### config.mk
export PLATFORM = sky130hd
export DESIGN_NAME = dsc_word_idx
export DESIGN_NICKNAME = d
export VERILOG_FILES = /design/src/rtl/dsc_word_idx.sv
export SDC_FILE = /design/constraint.sdc
export NUM_CORES = 1
export LEC_CHECK = 0
export BUFFER_PORTS_ARGS = -buffer_cell sky130_fd_sc_hd__buf_2
export CAP_MARGIN = 20
export CORE_AREA = 2 2 39 41
export CTS_BUF_LIST = sky130_fd_sc_hd__clkbuf_2 sky130_fd_sc_hd__clkbuf_4 sky130_fd_sc_hd__clkbuf_8
export CTS_CLUSTER_DIAMETER = 200
export DETAILED_ROUTE_END_ITERATION = 12
export DIE_AREA = 0 0 41 43
export GPL_ROUTABILITY_DRIVEN = 0
export SYNTH_ARGS = -nofsm -noshare
export SYNTH_HDL_FRONTEND = slang
export SYNTH_SLANG_ARGS = --single-unit
### constraint.sdc
create_clock -name clk -period 2.7 [get_ports clk]
set_input_delay 0.135 -clock clk [delete_from_list [all_inputs] [get_ports clk]]
set_output_delay 0.135 -clock clk [all_outputs]
set_load 0.005 [all_outputs]
### src/rtl/dsc_word_idx.sv
module dsc_word_idx #(
  parameter int NUM_WORDS = 16,
  localparam int IDX_W = $clog2(NUM_WORDS)
) (
  input  logic             clk,
  input  logic             rst_n,
  input  logic             beat,
  input  logic             abort,
  output logic [IDX_W-1:0] idx,
  output logic             first,
  output logic             last
);
  localparam logic [IDX_W-1:0] LAST_IDX = IDX_W'(NUM_WORDS - 1);

  assign first = (idx == '0);
  assign last  = (idx == LAST_IDX);

  always_ff @(posedge clk) begin
    if (!rst_n)          idx <= '0;
    else if (abort)      idx <= '0;
    else if (beat)       idx <= last ? '0 : idx + 1'b1;
  end

  assert_abort_R9: assert property (@(posedge clk) disable iff (!rst_n)
    abort |=> (idx == '0));
  assert_wrap_R1: assert property (@(posedge clk) disable iff (!rst_n)
    (beat && last) |=> (idx == '0));
  assert_hold_idx_R1: assert property (@(posedge clk) disable iff (!rst_n)
    (!beat && !abort) |=> $stable(idx));
endmodule

==> results.toml, run 1 <==
[outcome]
status = "finished, final reports clean"

[min_path]
hold_path_class = "input port to register"

[yosys]
synth_cells = 24
synth_edf_count = 0
ys_top_cells_by_area = "dfxtp_1, ha_1, a21oi_1"
ys_ff_latch = 4
netlist_top_cells_count = "dfxtp_1, a21oi_1, ha_1, nand2_1, nor2_1"
syn_area_per_cell_sq_um = 8.758
yosysMostFrequentCell = "dfxtp_1"
ys.flop_type = "dfxtp_1"
synth_top_area_frac = 0.3810
synthesis.nets = 30
synthesis.area_sq_um = 210.2
async_reset_ff_frac = 0
synth.distinct_cells = 16
yosysWarnings = 0
synth_top_cell_by_area = "dfxtp_1"
synth-seq-area-share = 0.3810

[final_layout]
syn_to_final_growth_pct = 41.67
drive_gt1_frac = 0.3611
design_area_sq_um = 297.8
final_nets = 44
largest_register = "idx"
seq_area_sq_um = 80.08
n_fill_cell = 155
postLayoutCoreUtil = 0.2152
largest_register_ffs = 4
multi_input_area_sq_um = 122.6
antenna_cells = 0
top_regs = "idx: 4 flops"

[power]
vdd_drop_max_mv = 0.1096
leakagePower_uw = 0.0001393
p_total_uw = 143.2
p_per_area_nw_per_um2 = 480.8

[critical_path]
cp_cell_sequence = "ha_1 > and3_1 > or3b_1 > a21oi_1"
critPathKind = "register to register"
arrival_ns = 1.47
crit_family = "simple AND/OR/NAND/NOR gates"
crit_required_ns = 2.86
start_kind = "register"
cp_slowest_cell = "or3b_1"
slowest_delay_ns = 0.35
crit_path_end_kind = "register"
crit_buf_inv = 0
cp_max_fo = 6

[clocking]
root_buffer = "clkbuf_4"
clk_path_buf_depth = 2
clk_latency_ns = 0.23
post_cts_resize_count = 0
holdBufCountCts = 0
clock_sinks = 4
path_clk_slew_ns = 0.04
cts_tree = "built"
htreeDepth = 1
cts_buffers = 3
cts_setup_buffers = 0

[detailed_routing]
routed_wl_microns = 442
drt_iter0_markers = 1
drc = 0
first_pass_iters = 2
viasPerCell = 3.885
num_vias = 202
wl_per_cell_microns = 8.500
antenna_left = 0

[timing]
timing.fmax_ghz = 0.7624
setup_ws_ns = 1.388
rsz0062_at_grt = "no"
fin_crit_sh = 0.4858
tns_ns = 0
hold_viol = 0
fin_worst_skew_ns = 0.002853
relSlewSlack = 0.8753
drv_slew = 0
worst_pin_slew_ns = 0.1868
period_minus_slack_ns = 1.312
setup_viol = 0

[die]
rows = 14
die_w_microns = 41
ios = 10
dieArea_sq_um = 1763
core_area_sq_um = 1384
die_y_microns = 43
start_util = 0.1519

[global_route]
grt_pass1_vias = 197
grt_pass1_wl_microns = 738
track_usage = 0.06727
grt_max_degree = 7
antenna_found_initial = 0
grt_overflow = 0

[placement]
hpwl_microns = 365.3
pre_cts_slack_ns = 1.398
io_buffers = 9
placed_cell_area_sq_um = 275.3

[flow_run]
maxCapViolCount = 0
==> worst reg2reg max path: stages (launching register included) <==
cell and delay (ns):
dfxtp_1 0.34, ha_1 0.23, and3_1 0.20, or3b_1 0.35, a21oi_1 0.12
==> metrics by stage <==
step	cells	hold WS, ns
2_1_floorplan	24	0.2865
3_3_place_gp	49	0.4531
3_5_place_dp	49	0.4653
4_1_cts	52	0.2167
5_1_grt	52	0.2567
6_report	52	0.2225
==> logic make-up after synthesis <==
| kind of cell | share of synthesized area |
|---|---|
| compound gates | 0.09519 |
| xor+xnor | 0.04167 |
| fa+ha+maj | 0.1190 |
| buf+inv | 0.03568 |
| flops | 0.3810 |
| mux | 0.04762 |
| simple gates | 0.2799 |
==> final timing paths <==
kind | startpoint | to | slack (ns) | depth (start not counted)
worst min register to register | idx[3]$_SDFFE_PP0P_ | idx[3]$_SDFFE_PP0P_ | 0.53 | 2
worst max register to register | idx[0]$_SDFFE_PP0P_ | idx[0]$_SDFFE_PP0P_ | 1.39 | 4
worst min-delay path | beat | idx[1]$_SDFFE_PP0P_ | 0.22 | 3
worst max-delay path | idx[0]$_SDFFE_PP0P_ | idx[0]$_SDFFE_PP0P_ | 1.39 | 4
==> area by class of cell <==
cell class                 count  share of cell area
multi-input combinational     18              0.4118
sequential                     4              0.2689
timing repair buffer           9              0.1513
clock buffer                   3             0.07563
tap                           16             0.06723
inverter                       2             0.02521
==> cell usage in the layout (no fill, tap or decap), drive strengths merged <==
master	netlist	final
buf	0	9
dfxtp	4	4
a21oi	3	3
clkbuf	0	3
nand2	2	2
nor2	2	2
ha	2	2
inv	2	2
nor3b	1	1
and3	1	1
nand2b	1	1
xor2	1	1
o21ai	1	1
or4	1	1
mux2i	1	1
or3b	1	1
or2b	1	1
==> routing by layer <==
metal,vias up,routed length [microns],global-route usage
met1,87,205,0.07395
met5,-,0,0
li1,108,-,-
met4,0,0,0.08000
met2,7,203,0.08125
met3,0,34,0.03141
==> power breakdown <==
group | internal, uW | switching [uW]
sequential | 60.4 | 1.28
clock | 49.5 | 21.6
combinational | 5.75 | 4.67
Note: power is estimated with default switching activity, not from simulation.
==> inputs of run 2 (changes only) <==
--- a/config.mk
+++ b/config.mk
@@ -5,6 +5,7 @@
 export SDC_FILE = /design/constraint.sdc
 export NUM_CORES = 1
 export LEC_CHECK = 0
+export ABC_AREA = 1
 export BUFFER_PORTS_ARGS = -buffer_cell sky130_fd_sc_hd__buf_2
 export CAP_MARGIN = 20
 export CORE_AREA = 2 2 39 41
==> constraint.sdc (replaced) <==
create_clock -name clk -period 1.1 [get_ports clk]
set_input_delay 0.055 -clock clk [delete_from_list [all_inputs] [get_ports clk]]
set_output_delay 0.055 -clock clk [all_outputs]
set_load 0.005 [all_outputs]
==> run 2 against run 1 <==
Sequential share of layout area fell by 1.5 points. Design area rose by 13%. Combinational power rose to 4.0 times the previous value. Non-clock buffer count rose by 1. Sequential power rose by 150%. Global-route usage did not move. Cell count rose by 23%. First-iteration DRC count rose to 7.0 times the previous value. Clock power rose to 2.5 times the previous value. Utilization rose by 2.7 points. Die area did not move. Critical path type is now register to primary output.
==> results.toml, run 2 <==
[die]
dieArea_sq_um = 1763
rows = 14
die_y_microns = 43
core_area_sq_um = 1384
start_util = 0.1763
ios = 10
die_w_microns = 41

[critical_path]
critPathKind = "register to primary output"
arrival_ns = 1.03
cp_max_fo = 5
start_kind = "register"
rr_endpoint = "idx[3]$_SDFFE_PP0P_"
crit_required_ns = 1.04
crit_buf_inv = 1
slowest_delay_ns = 0.36
crit_path_end_kind = "primary output"
rrSetupSlack_ns = 0.18
crit_family = "flip-flops"
cp_cell_sequence = "ha_2 > nand2_1 > nor2_1 > buf_2"
ff2ff_path_depth = 4
reg2reg_from = "idx[1]$_SDFFE_PP0P_"
cp_slowest_cell = "dfxtp_4"

[clocking]
clk_path_buf_depth = 2
cts_buffers = 3
cts_tree = "built"
clock_sinks = 4
htreeDepth = 1
root_buffer = "clkbuf_4"
path_clk_slew_ns = 0.04
clk_latency_ns = 0.23
holdBufCountCts = 0

[yosys]
synth.distinct_cells = 14
netlist_top_cells_count = "nand2_1, inv_1, nor2_1, dfxtp_1"
synthXorXnorAreaFrac = 0.03590
synth_top_family_by_area = "simple AND/OR/NAND/NOR gates"
synth_top_cell_by_area = "dfxtp_1"
synth_fa_ha_area_frac = 0.1026
synthSimpleGateAreaFrac = 0.3128
synth-compound-area-share = 0.08205
ys_ff_latch = 4
synth_edf_count = 0
yosysWarnings = 0
synthesis.nets = 42
syn_area_per_cell_sq_um = 6.777
muxShareOfSynthArea = 0
synthesis.area_sq_um = 244.0
synth-seq-area-share = 0.3282
ys_top_cells_by_area = "dfxtp_1, nand2_1, ha_1"
synth_top_area_frac = 0.3282
yosysMostFrequentCell = "nand2_1"
synth_cells = 36
async_reset_ff_frac = 0
ys.flop_type = "dfxtp_1"

[final_layout]
n_fill_cell = 155
design_area_sq_um = 335.3
syn_to_final_growth_pct = 37.44
final_nets = 56
antenna_cells = 0
multi_input_area_sq_um = 132.6
seq_area_sq_um = 85.08
final_cell_count_no_fill = 64
mostFrequentLayoutCell = "buf_2"
largest_register = "idx"
largest_register_ffs = 4
final_cell_mix = "buf_2, nand2_1, inv_1, nor2_1, clkbuf_4"
top_regs = "idx: 4 flops"
drive_gt1_frac = 0.3750

[power]
p_int_uw = 290.9
seqPwrFrac = 0.407
p_per_area_nw_per_um2 = 1116
p_clk_frac = 0.484
sw_frac_of_total = 0.2226
p_comb_frac = 0.110
leakagePower_uw = 0.0001481
p_total_uw = 374.2
vdd_drop_max_mv = 0.2376
p_sw_uw = 83.31

[detailed_routing]
num_vias = 243
drt_iter0_markers = 7
routed_wl_microns = 482
first_pass_iters = 4
drc = 0
wl_per_cell_microns = 7.531
antenna_left = 0
viasPerCell = 3.797

[min_path]
min_path_cells = 4
hold_path_class = "input port to register"
min_to = "idx[0]$_SDFFE_PP0P_"
hold_path.startpoint = "abort"

[timing]
relSlewSlack = 0.8785
worst_pin_slew_ns = 0.1820
setup_viol = 0
rsz0062_at_grt = "yes"
tns_ns = 0
fin_worst_skew_ns = 0.003631
timing.fmax_ghz = 0.9187
period_minus_slack_ns = 1.089
hold_viol = 0
fin_crit_sh = 0.9896
drv_slew = 0

[placement]
io_buffers = 9
hpwl_microns = 383.8
placed_cell_area_sq_um = 305.3
dpl.cell_count = 61

[global_route]
track_usage = 0.06727
grt_pass1_wl_microns = 696
grt_max_degree = 8
grt_overflow = 0
antenna_found_initial = 0
grt_pass1_vias = 174

[outcome]
status = "finished, final reports clean"

[flow_run]
maxCapViolCount = 0
[run 2: cell types whose count changed in the layout (fill, tap and decap cells not counted), moves of 2 or more]
cell and change:
inv_1 +5, nand2_1 +6, nor2_1 +4, dfxtp_1 -2
[run 2: how the worst max path moves through the flow]
| stage | startpoint | to | slack, ns | cells past startpoint |
|---|---|---|---|---|
| 2_1_floorplan | idx[0]$_SDFFE_PP0P_ | idx[3]$_SDFFE_PP0P_ | 0.14 | 4 |
| 3_3_place_gp | idx[1]$_SDFFE_PP0P_ | idx[3]$_SDFFE_PP0P_ | 0.12 | 4 |
| 3_5_place_dp | idx[1]$_SDFFE_PP0P_ | idx[3]$_SDFFE_PP0P_ | 0.11 | 4 |
| 4_1_cts | idx[1]$_SDFFE_PP0P_ | last | -0.008 | 4 |
| 5_1_grt | idx[1]$_SDFFE_PP0P_ | last | -0.05 | 4 |
| 6_report | idx[1]$_SDFFE_PP0P_ | last | 0.01 | 4 |
[run 2: what timing repair did]
item | CTS | global route
resized for setup | 4 | 0
setup buffers | 0 | 0
pin swaps | 0 | 0
endpoints found under the setup margin | 2 | 2
[run 2: power groups by stage]
| stage | registers (uW) | logic, uW | clock network, uW |
|---|---|---|---|
| after CTS | 152 | 42.0 | 194 |
| after global routing | 153 | 47.1 | 201 |
| after global placement | 155 | 41.6 | 0 |
| after floorplan | 156 | 26.4 | 0 |
| after detailed placement | 156 | 41.8 | 0 |
| final | 152 | 41.1 | 181 |
[run 2: kinds of logic (layout without fill, tap and decap cells)]
group,after synthesis,count (layout)
compound gates,4,4
buf+inv,7,19
xor+xnor,1,1
flops,4,4
simple gates,18,18
fa+ha+maj,2,2
[run 2: cell type report]
class / count / area share
clock buffers: 3 / 0.06716
inverters: 6 / 0.06716
multi-input cells: 25 / 0.3955
flip-flops and latches: 4 / 0.2537
well taps: 16 / 0.05970
repair buffers: 10 / 0.1567
[run 2: per-stage QoR]
stage,hold WS (ns),setup slack (ns),utilization
2_1_floorplan,0.2146,0.1402,-
3_3_place_gp,0.3280,0.1170,0.2206
3_5_place_dp,0.3331,0.1053,0.2206
4_1_cts,0.07343,-0.007645,0.2423
5_1_grt,0.07973,-0.05386,0.2423
6_report,0.07822,0.01147,0.2423
[run 2: metal layers]
| layer | track usage | vias to the layer above | part of all wire |
|---|---|---|---|
| met5 | 0 | - | 0 |
| met4 | 0.1000 | 0 | 0.0083 |
| met3 | 0.04188 | 2 | 0.13 |
| met2 | 0.06563 | 10 | 0.43 |
| met1 | 0.07395 | 96 | 0.43 |
| li1 | - | 135 | - |
[run 2: worst min-delay path: cells and delay by family]
family | cells | cell delay (ns)
buffers and inverters | 1 | 0.08
AND/OR/NAND/NOR | 3 | 0.14
